<file path="config.mk">
export PLATFORM = sky130hd
export DESIGN_NAME = flag_alu
export DESIGN_NICKNAME = d
export VERILOG_FILES = /design/src/rtl/flag_alu_pkg.sv /design/src/rtl/flag_alu_dp.sv /design/src/rtl/flag_alu_ctl.sv /design/src/rtl/flag_alu.sv
export SDC_FILE = /design/constraint.sdc
export NUM_CORES = 1
export LEC_CHECK = 0
export BUFFER_PORTS_ARGS = -buffer_cell sky130_fd_sc_hd__buf_4
export CAP_MARGIN = 10
export CORE_ASPECT_RATIO = 0.75
export CORE_MARGIN = 2
export CORE_UTILIZATION = 60
export DETAILED_ROUTE_END_ITERATION = 6
export GPL_TIMING_DRIVEN = 0
export PLACE_DENSITY = 0.83
export SYNTH_ARGS = -nofsm -noshare
export SYNTH_HDL_FRONTEND = slang
export SYNTH_SLANG_ARGS = --single-unit
</file>
<file path="constraint.sdc">
create_clock -name clk -period 20.7 [get_ports clk]
set_input_delay 6.21 -clock clk [delete_from_list [all_inputs] [get_ports clk]]
set_output_delay 6.21 -clock clk [all_outputs]
set_load 0.03 [all_outputs]
</file>
<file path="src/rtl/flag_alu_pkg.sv">
package flag_alu_pkg;

  localparam int OP_W = 5;

  typedef enum logic [OP_W-1:0] {
    OP_ADD  = 5'd0,
    OP_ADC  = 5'd1,
    OP_SUB  = 5'd2,
    OP_SBC  = 5'd3,
    OP_AND  = 5'd4,
    OP_OR   = 5'd5,
    OP_EOR  = 5'd6,
    OP_CBR  = 5'd7,
    OP_TST  = 5'd8,
    OP_CLR  = 5'd9,
    OP_COM  = 5'd10,
    OP_NEG  = 5'd11,
    OP_INC  = 5'd12,
    OP_DEC  = 5'd13,
    OP_SER  = 5'd14,
    OP_WADD = 5'd15,
    OP_WSUB = 5'd16
  } opcode_e;

  // bit order: h s v n z c  ->  positions 5..0
  typedef struct packed {
    logic h;
    logic s;
    logic v;
    logic n;
    logic z;
    logic c;
  } flags_t;

  typedef enum logic [2:0] {
    ARG_AB, // x = opA, y = opB
    ARG_AA, // x = opA, y = opA
    ARG_ZA, // x = 0,   y = opA
    ARG_A1, // x = opA, y = 1
    ARG_AI, // x = opA, y = immediate
    ARG_H0  // x = held high byte, y = 0
  } argSel_e;

  typedef enum logic [2:0] {
    RES_ARITH,
    RES_AND,
    RES_OR,
    RES_XOR,
    RES_ANDN,
    RES_NOT,
    RES_ONES
  } resSrc_e;

  typedef struct packed {
    argSel_e argSel;
    resSrc_e resSrc;
    logic    doSub;
    logic    carryIn;
    logic    chainZ;
    logic    zeroIn;
    logic    forceCarry;
  } strobes_t;

  localparam logic [5:0] MASK_ALL   = 6'h3F;
  localparam logic [5:0] MASK_LOGIC = 6'h1E;
  localparam logic [5:0] MASK_COM   = 6'h1F;
  localparam logic [5:0] MASK_WORD  = 6'h1F;
  localparam logic [5:0] MASK_NONE  = 6'h00;

endpackage

</file>
<file path="src/rtl/flag_alu_dp.sv">
module flag_alu_dp
  import flag_alu_pkg::*;
#(
  parameter int DATA_W = 8,
  parameter int IMM_W  = 6
) (
  input  strobes_t              ctl,
  input  logic [DATA_W-1:0]     opA,
  input  logic [DATA_W-1:0]     opB,
  input  logic [DATA_W-1:0]     heldHi,
  input  logic [IMM_W-1:0]      wordImm,
  output logic [DATA_W-1:0]     result,
  output flags_t                flags
);

  localparam int HALF_BIT = DATA_W / 2;
  localparam int MSB      = DATA_W - 1;
  localparam logic [DATA_W-1:0] ONE = {{(DATA_W-1){1'b0}}, 1'b1};

  logic [DATA_W-1:0] argX;
  logic [DATA_W-1:0] argY;
  logic [DATA_W-1:0] addend;
  logic [DATA_W-1:0] immExt;
  logic [DATA_W:0]   sum;
  logic              cAdd;
  logic              carryHalf;
  logic              carryMsb;
  logic              overflow;

  assign immExt = {{(DATA_W-IMM_W){1'b0}}, wordImm};

  always_comb begin
    case (ctl.argSel)
      ARG_AA:  begin argX = opA;    argY = opA;    end
      ARG_ZA:  begin argX = '0;     argY = opA;    end
      ARG_A1:  begin argX = opA;    argY = ONE;    end
      ARG_AI:  begin argX = opA;    argY = immExt; end
      ARG_H0:  begin argX = heldHi; argY = '0;     end
      default: begin argX = opA;    argY = opB;    end
    endcase
  end

  // subtraction as x + ~y + ~borrowIn
  assign addend = ctl.doSub ? ~argY : argY;
  assign cAdd   = ctl.doSub ^ ctl.carryIn;
  assign sum    = {1'b0, argX} + {1'b0, addend} + {{DATA_W{1'b0}}, cAdd};

  // carry into a bit position recovered from the sum bit
  assign carryHalf = argX[HALF_BIT] ^ addend[HALF_BIT] ^ sum[HALF_BIT];
  assign carryMsb  = argX[MSB] ^ addend[MSB] ^ sum[MSB];
  assign overflow  = carryMsb ^ sum[DATA_W];

  always_comb begin
    case (ctl.resSrc)
      RES_AND:  result = argX & argY;
      RES_OR:   result = argX | argY;
      RES_XOR:  result = argX ^ argY;
      RES_ANDN: result = argX & ~argY;
      RES_NOT:  result = ~argX;
      RES_ONES: result = '1;
      default:  result = sum[DATA_W-1:0];
    endcase
  end

  always_comb begin
    flags.c = ctl.forceCarry | (ctl.doSub ? ~sum[DATA_W] : sum[DATA_W]);
    flags.h = ctl.doSub ? ~carryHalf : carryHalf;
    flags.v = (ctl.resSrc == RES_ARITH) & overflow;
    flags.n = result[MSB];
    flags.z = (result == '0) & (~ctl.chainZ | ctl.zeroIn);
    flags.s = flags.n ^ flags.v;
  end

endmodule

</file>
<file path="src/rtl/flag_alu_ctl.sv">
module flag_alu_ctl
  import flag_alu_pkg::*;
#(
  parameter int DATA_W = 8
) (
  input  logic                  clk,
  input  logic                  rstN,
  input  logic                  opValid,
  input  logic [OP_W-1:0]       opSel,
  input  logic [DATA_W-1:0]     opB,
  input  logic [DATA_W-1:0]     dpResult,
  input  flags_t                dpFlags,
  output strobes_t              ctl,
  output logic [DATA_W-1:0]     heldHi,
  output logic [5:0]            flagMask,
  output flags_t                status,
  output logic                  busy,
  output logic [2*DATA_W-1:0]   wordResult,
  output logic                  wordDone
);

  flags_t              statusQ;
  flags_t              nextStatus;
  logic [5:0]          maskBits;
  logic                busyQ;
  logic                wordSubQ;
  logic                savedC;
  logic                loZero;
  logic [DATA_W-1:0]   heldHiQ;
  logic [DATA_W-1:0]   loResQ;
  logic [2*DATA_W-1:0] wordResQ;
  logic                doneQ;
  logic                accept;
  logic                isWord;

  assign accept = opValid & ~busyQ;
  assign isWord = (opSel == OP_WADD) || (opSel == OP_WSUB);

  always_comb begin
    ctl.argSel     = ARG_AB;
    ctl.resSrc     = RES_ARITH;
    ctl.doSub      = 1'b0;
    ctl.carryIn    = 1'b0;
    ctl.chainZ     = 1'b0;
    ctl.zeroIn     = statusQ.z;
    ctl.forceCarry = 1'b0;
    maskBits       = MASK_NONE;
    if (busyQ) begin
      // second pass: high byte plus saved carry, zero chained from low byte
      ctl.argSel  = ARG_H0;
      ctl.doSub   = wordSubQ;
      ctl.carryIn = savedC;
      ctl.chainZ  = 1'b1;
      ctl.zeroIn  = loZero;
      maskBits    = MASK_WORD;
    end else begin
      case (opSel)
        OP_ADD: maskBits = MASK_ALL;
        OP_ADC: begin ctl.carryIn = statusQ.c; maskBits = MASK_ALL; end
        OP_SUB: begin ctl.doSub = 1'b1; maskBits = MASK_ALL; end
        OP_SBC: begin
          ctl.doSub   = 1'b1;
          ctl.carryIn = statusQ.c;
          ctl.chainZ  = 1'b1;
          maskBits    = MASK_ALL;
        end
        OP_AND: begin ctl.resSrc = RES_AND;  maskBits = MASK_LOGIC; end
        OP_OR:  begin ctl.resSrc = RES_OR;   maskBits = MASK_LOGIC; end
        OP_EOR: begin ctl.resSrc = RES_XOR;  maskBits = MASK_LOGIC; end
        OP_CBR: begin ctl.resSrc = RES_ANDN; maskBits = MASK_LOGIC; end
        OP_TST: begin
          ctl.argSel = ARG_AA; ctl.resSrc = RES_AND; maskBits = MASK_LOGIC;
        end
        OP_CLR: begin
          ctl.argSel = ARG_AA; ctl.resSrc = RES_XOR; maskBits = MASK_LOGIC;
        end
        OP_COM: begin
          ctl.resSrc = RES_NOT; ctl.forceCarry = 1'b1; maskBits = MASK_COM;
        end
        OP_NEG: begin ctl.argSel = ARG_ZA; ctl.doSub = 1'b1; maskBits = MASK_ALL; end
        OP_INC: begin ctl.argSel = ARG_A1; maskBits = MASK_LOGIC; end
        OP_DEC: begin ctl.argSel = ARG_A1; ctl.doSub = 1'b1; maskBits = MASK_LOGIC; end
        OP_SER: begin ctl.resSrc = RES_ONES; maskBits = MASK_NONE; end
        OP_WADD: begin ctl.argSel = ARG_AI; maskBits = MASK_WORD; end
        OP_WSUB: begin ctl.argSel = ARG_AI; ctl.doSub = 1'b1; maskBits = MASK_WORD; end
        default: begin
          ctl.argSel = ARG_AA; ctl.resSrc = RES_XOR; maskBits = MASK_NONE;
        end
      endcase
    end
  end

  assign nextStatus = flags_t'((dpFlags & maskBits) | (statusQ & ~maskBits));

  always_ff @(posedge clk or negedge rstN) begin
    if (!rstN) begin
      statusQ  <= '0;
      busyQ    <= 1'b0;
      wordSubQ <= 1'b0;
      savedC   <= 1'b0;
      loZero   <= 1'b0;
      heldHiQ  <= '0;
      loResQ   <= '0;
      wordResQ <= '0;
      doneQ    <= 1'b0;
    end else begin
      doneQ <= busyQ;
      if (busyQ) begin
        busyQ    <= 1'b0;
        statusQ  <= nextStatus;
        wordResQ <= {dpResult, loResQ};
      end else if (accept) begin
        if (isWord) begin
          busyQ    <= 1'b1;
          wordSubQ <= (opSel == OP_WSUB);
          savedC   <= dpFlags.c;
          loZero   <= dpFlags.z;
          heldHiQ  <= opB;
          loResQ   <= dpResult;
        end else begin
          statusQ <= nextStatus;
        end
      end
    end
  end

  assign heldHi     = heldHiQ;
  assign flagMask   = maskBits;
  assign status     = statusQ;
  assign busy       = busyQ;
  assign wordResult = wordResQ;
  assign wordDone   = doneQ;

  logic [5:0] statusBits;
  assign statusBits = statusQ;

  assert_word_start_R10: assert property (@(posedge clk) disable iff (!rstN)
    (opValid && !busyQ && isWord) |=> (busyQ && $stable(statusBits)));

  assert_busy_single_R10: assert property (@(posedge clk) disable iff (!rstN)
    busyQ |=> (!busyQ && doneQ));

  assert_done_pulse_R10: assert property (@(posedge clk) disable iff (!rstN)
    doneQ |=> !doneQ);

  assert_unmasked_held_R9: assert property (@(posedge clk) disable iff (!rstN)
    (opValid && !busyQ && !isWord) |=>
      ((statusBits & ~$past(maskBits)) == ($past(statusBits) & ~$past(maskBits))));

  assert_idle_stable_R13: assert property (@(posedge clk) disable iff (!rstN)
    (!opValid && !busyQ) |=> $stable(statusBits));

  assert_sign_rule_R8: assert property (@(posedge clk) disable iff (!rstN)
    statusQ.s == (statusQ.n ^ statusQ.v));

endmodule

</file>
<file path="src/rtl/flag_alu.sv">
module flag_alu
  import flag_alu_pkg::*;
#(
  parameter int DATA_W = 8,
  parameter int IMM_W  = 6
) (
  input  logic                clk,
  input  logic                rstN,
  input  logic                opValid,
  input  logic [OP_W-1:0]     opSel,
  input  logic [DATA_W-1:0]   opA,
  input  logic [DATA_W-1:0]   opB,
  input  logic [IMM_W-1:0]    wordImm,
  output logic [DATA_W-1:0]   result,
  output logic [5:0]          newFlags,
  output logic [5:0]          flagMask,
  output logic [5:0]          status,
  output logic                busy,
  output logic [2*DATA_W-1:0] wordResult,
  output logic                wordDone
);

  strobes_t          ctlW;
  flags_t            dpFlagsW;
  flags_t            statusW;
  logic [DATA_W-1:0] heldHiW;
  logic [DATA_W-1:0] dpResultW;

  flag_alu_ctl #(.DATA_W(DATA_W)) u_ctl (
    .clk        (clk),
    .rstN       (rstN),
    .opValid    (opValid),
    .opSel      (opSel),
    .opB        (opB),
    .dpResult   (dpResultW),
    .dpFlags    (dpFlagsW),
    .ctl        (ctlW),
    .heldHi     (heldHiW),
    .flagMask   (flagMask),
    .status     (statusW),
    .busy       (busy),
    .wordResult (wordResult),
    .wordDone   (wordDone)
  );

  flag_alu_dp #(.DATA_W(DATA_W), .IMM_W(IMM_W)) u_dp (
    .ctl     (ctlW),
    .opA     (opA),
    .opB     (opB),
    .heldHi  (heldHiW),
    .wordImm (wordImm),
    .result  (dpResultW),
    .flags   (dpFlagsW)
  );

  assign result   = dpResultW;
  assign newFlags = dpFlagsW;
  assign status   = statusW;

endmodule

</file>
==> out/metrics.json <==
{
  "power_and_ir_drop": {
    "net_sw_power_uw": 165.4,
    "cellLeakagePower_uw": 0.001929,
    "ratio_of_total_power_to_cell_area_nw_per_um2": 90.03,
    "comb_power_share_pct": 52.5,
    "pwr-share-seq_pct": 33.0,
    "share_clk_of_total_power_pct": 14.5,
    "irDropWorstVdd_v": 0.00007224,
    "power.internal_uw": 219.1,
    "fraction_of_power_spent_switching_nets_pct": 43.02,
    "total_power_uw": 384.4
  },
  "clock_tree": {
    "cts_hold_buffers": 0,
    "clock_tree_from_tritoncts": "done",
    "clk-insertion-delay-late_ns": 0.31,
    "clk_pin_slew_worst_paths_ns": 0.09,
    "clock_sinks": 43,
    "post_cts.repair.setup_buffers": 0,
    "num_cts_buffers": 5,
    "cts_repair_resize_count": 0,
    "clock_root_buffer": "sky130_fd_sc_hd__clkbuf_8",
    "cts_max_path_buffers": 2,
    "cts_htree_levels": 2
  },
  "synthesis": {
    "synth.cell_area_um2": 3547,
    "ys_top_cells_by_area": "sky130_fd_sc_hd__dfrtp_1, sky130_fd_sc_hd__mux2_2, sky130_fd_sc_hd__ha_1, sky130_fd_sc_hd__xor2_1, sky130_fd_sc_hd__a21oi_1",
    "post_synthesis_mean_instance_area_um2": 9.359,
    "synthesis.nets": 426,
    "asyncSetResetFlopFracSynth_pct": 100.0,
    "ys_warn_count": 0,
    "yosys.area.top_type_share_pct": 30.34,
    "number_of_instances_in_the_synthesized_netlist": 379,
    "yosysSeqAreaShare_pct": 30.34,
    "yosys_cell_types": 80,
    "yosysTopAreaCell": "sky130_fd_sc_hd__dfrtp_1",
    "yosys_register_bits": 43,
    "synth_enable_flop_cells": 0,
    "ys.flop_type": "sky130_fd_sc_hd__dfrtp_1"
  },
  "sta": {
    "rsz0062_at_grt": "false",
    "setup_total_negative_slack_ns": 0,
    "final_max_slew_viol_count": 0,
    "finalWorstPathRequiredPeriod_ns": 16.99,
    "setup_violations_final": 0,
    "max_slew_margin_pct": 38.18,
    "final_hold_viol_count": 0,
    "post-route-period-util_pct": 82.06,
    "worst_slew_pin_slew_ns": 0.9039,
    "fmax_ghz": 0.05887,
    "clock_skew_ns": 0.01315
  },
  "floorplanning": {
    "fp.dieArea_um2": 6549,
    "die_height_um": 70.59,
    "initial_utilization_pct": 61.52,
    "die_width_um": 92.79,
    "core.rowCount": 24,
    "num_io_pins": 74,
    "fp.coreArea_um2": 5766
  },
  "critical_path": {
    "cp_common_cell": "sky130_fd_sc_hd__buf_4",
    "setup.worst_path.start": "opSel[2]",
    "crit_chain": "buf_4 > buf_2 > buf_4 > nand2_1 > mux2i_1 > a22oi_1 > o21ai_0 > mux2i_1 > buf_2 > xor2_1 > fa_1 > inv_1 > fa_1 > nor2b_1 > o31a_1 > or4_1 > o32a_1 > a21oi_1 > xor2_1 > buf_4",
    "crit_path_start_kind": "input pin",
    "crit_family": "buffers and inverters",
    "timing.critical_path.to_type": "output pin",
    "cp_slowest_stage_delay_ns": 0.53,
    "worst_r2r_startpoint": "u_ctl.busy",
    "crit_path_buffers_inverters": 6,
    "worstRegToRegCells": 18,
    "worst-setup-path-type": "in2out",
    "cp_depth": 20,
    "worst-path-max-fanout": 10,
    "crit_slowest_cell": "sky130_fd_sc_hd__or4_1",
    "timing.critical_path.arrival_ns": 10.78,
    "critical_path_required_ns": 14.49
  },
  "final_layout": {
    "layout-drive-gt1-share_pct": 33.55,
    "syn_to_final_growth_pct": 20.39,
    "insertedDiodeCount": 0,
    "layout.nets": 505,
    "design_area_um2": 4270
  },
  "grt": {
    "grt_antenna_before_repair": 0,
    "maximum_number_of_pins_on_one_net_before_global_route_repair": 44,
    "wire_length_of_the_first_global_routing_pass_mm": 16.42,
    "grtUsageTotal_pct": 32.00,
    "number_of_global_route_vias_before_repair": 3261,
    "globalRoute.totalOverflow": 0
  },
  "run": {
    "max-cap-violations": 0
  },
  "routing": {
    "via_count": 3448,
    "drtPass1Iterations": 5,
    "detail_route.vias_per_cell": 6.421,
    "wl_mm": 10.36,
    "detail_route.wl_per_cell_um": 19.30,
    "drt_iter0_drc": 244,
    "drtAntennaViolNets": 0,
    "route.detailed.drc": 0
  },
  "worst_hold_path": {
    "worst_hold_path.num_cells": 1,
    "worstHoldPathType": "reg2reg"
  },
  "place": {
    "globalplace.congestion": 0.9087,
    "place.detailed.hpwl_mm": 7.868,
    "postPlaceCellArea_um2": 4185,
    "numPortBuffers": 72
  },
  "run_status": {
    "status": "complete, no violations"
  }
}
==> synthesized netlist by cell type (6+ instances only) <==
cell	instances
sky130_fd_sc_hd__nor2_1	25
sky130_fd_sc_hd__o21ai_0	13
sky130_fd_sc_hd__nor4_1	8
sky130_fd_sc_hd__buf_2	11
sky130_fd_sc_hd__ha_1	15
sky130_fd_sc_hd__mux2_2	36
sky130_fd_sc_hd__nand2_1	26
sky130_fd_sc_hd__xnor2_1	6
sky130_fd_sc_hd__a21oi_1	20
sky130_fd_sc_hd__nand2b_1	7
sky130_fd_sc_hd__inv_1	22
sky130_fd_sc_hd__buf_4	6
sky130_fd_sc_hd__xor2_1	12
sky130_fd_sc_hd__dfrtp_1	43
==> power groups by stage <==
stage	clock network, µW	registers (µW)	logic [µW]
after floorplan	0	159	100
after global placement	0	127	196
after detailed placement	0	128	200
after CTS	56.2	127	201
after global routing	60.0	130	214
final	55.7	127	202
==> kinds of logic (layout without fill, tap and decap cells) <==
kind of cell,count (synthesis),after routing,synth area share [%]
AND/OR/NAND/NOR,112,112,17.53
AO/OA/AOI/OAI,100,100,22.08
multiplexers,41,41,12.87
buffers and inverters,48,128,6.314
flip-flops,43,43,30.34
adder cells (fa/ha/maj),17,17,6.420
XOR/XNOR,18,18,4.444
==> placed cells by master, fill, tap and decap left out, types with 5 or more instances in the layout <==
master and count:
sky130_fd_sc_hd__mux2_2 36, sky130_fd_sc_hd__clkbuf_1 6, sky130_fd_sc_hd__nor3_1 5, sky130_fd_sc_hd__clkbuf_8 5
sky130_fd_sc_hd__ha_1 15, sky130_fd_sc_hd__nand2_1 26, sky130_fd_sc_hd__xor2_1 12, sky130_fd_sc_hd__a21oi_1 20
sky130_fd_sc_hd__inv_1 22, sky130_fd_sc_hd__buf_4 78, sky130_fd_sc_hd__xnor2_1 6, sky130_fd_sc_hd__o21ai_0 13
sky130_fd_sc_hd__a21o_1 5, sky130_fd_sc_hd__buf_2 11, sky130_fd_sc_hd__dfrtp_1 43, sky130_fd_sc_hd__nor2b_1 5
sky130_fd_sc_hd__nor2_1 25, sky130_fd_sc_hd__nor4_1 8, sky130_fd_sc_hd__nand2b_1 7, sky130_fd_sc_hd__or3_1 5
==> path summary, 6_finish.rpt <==
| check | endpoint | slack [ns] |
|---|---|---|
| min | register | 0.51 |
| min in group asynchronous | u_ctl.heldHi[4] | 5.89 |
| max | newFlags[4] | 3.71 |
| min reg2reg | register | 0.51 |
| max reg2reg | register | 15.31 |
| max in group asynchronous | u_ctl.wordResult[12] | 14.40 |
==> final cells by class <==
| cell class | instances | area (µm²) |
|---|---|---|
| tap | 78 | 97.59 |
| multi-input combinational | 288 | 2247 |
| clock buffer | 6 | 72.57 |
| timing repair buffer | 72 | 540.5 |
| inverter | 23 | 86.33 |
| buffer | 25 | 137.6 |
| fill | 441 | 1495 |
| clock inverter | 2 | 12.51 |
| sequential | 43 | 1076 |
==> through the flow <==
| stage | cells | worst slack [ns] | utilization (%) | hold WS (ns) |
|---|---|---|---|---|
| 2_1_floorplan | 379 | 4.112 | - | 0.4576 |
| 3_3_place_gp | 529 | 3.994 | 72.59 | 0.4715 |
| 3_5_place_dp | 529 | 3.859 | 72.59 | 0.4916 |
| 4_1_cts | 537 | 3.805 | 74.07 | 0.5142 |
| 5_1_grt | 537 | 3.471 | 74.07 | 0.5235 |
| 6_report | 537 | 3.713 | 74.07 | 0.5123 |
==> layer usage <==
metal,wire length [µm],up-vias,track usage (%)
li1,-,1568,-
met1,4608,1686,45.84
met2,4652,173,50.48
met3,914,21,6.922
met4,187,0,7.190
met5,0,-,0
Power figures use the tool's default switching activity.
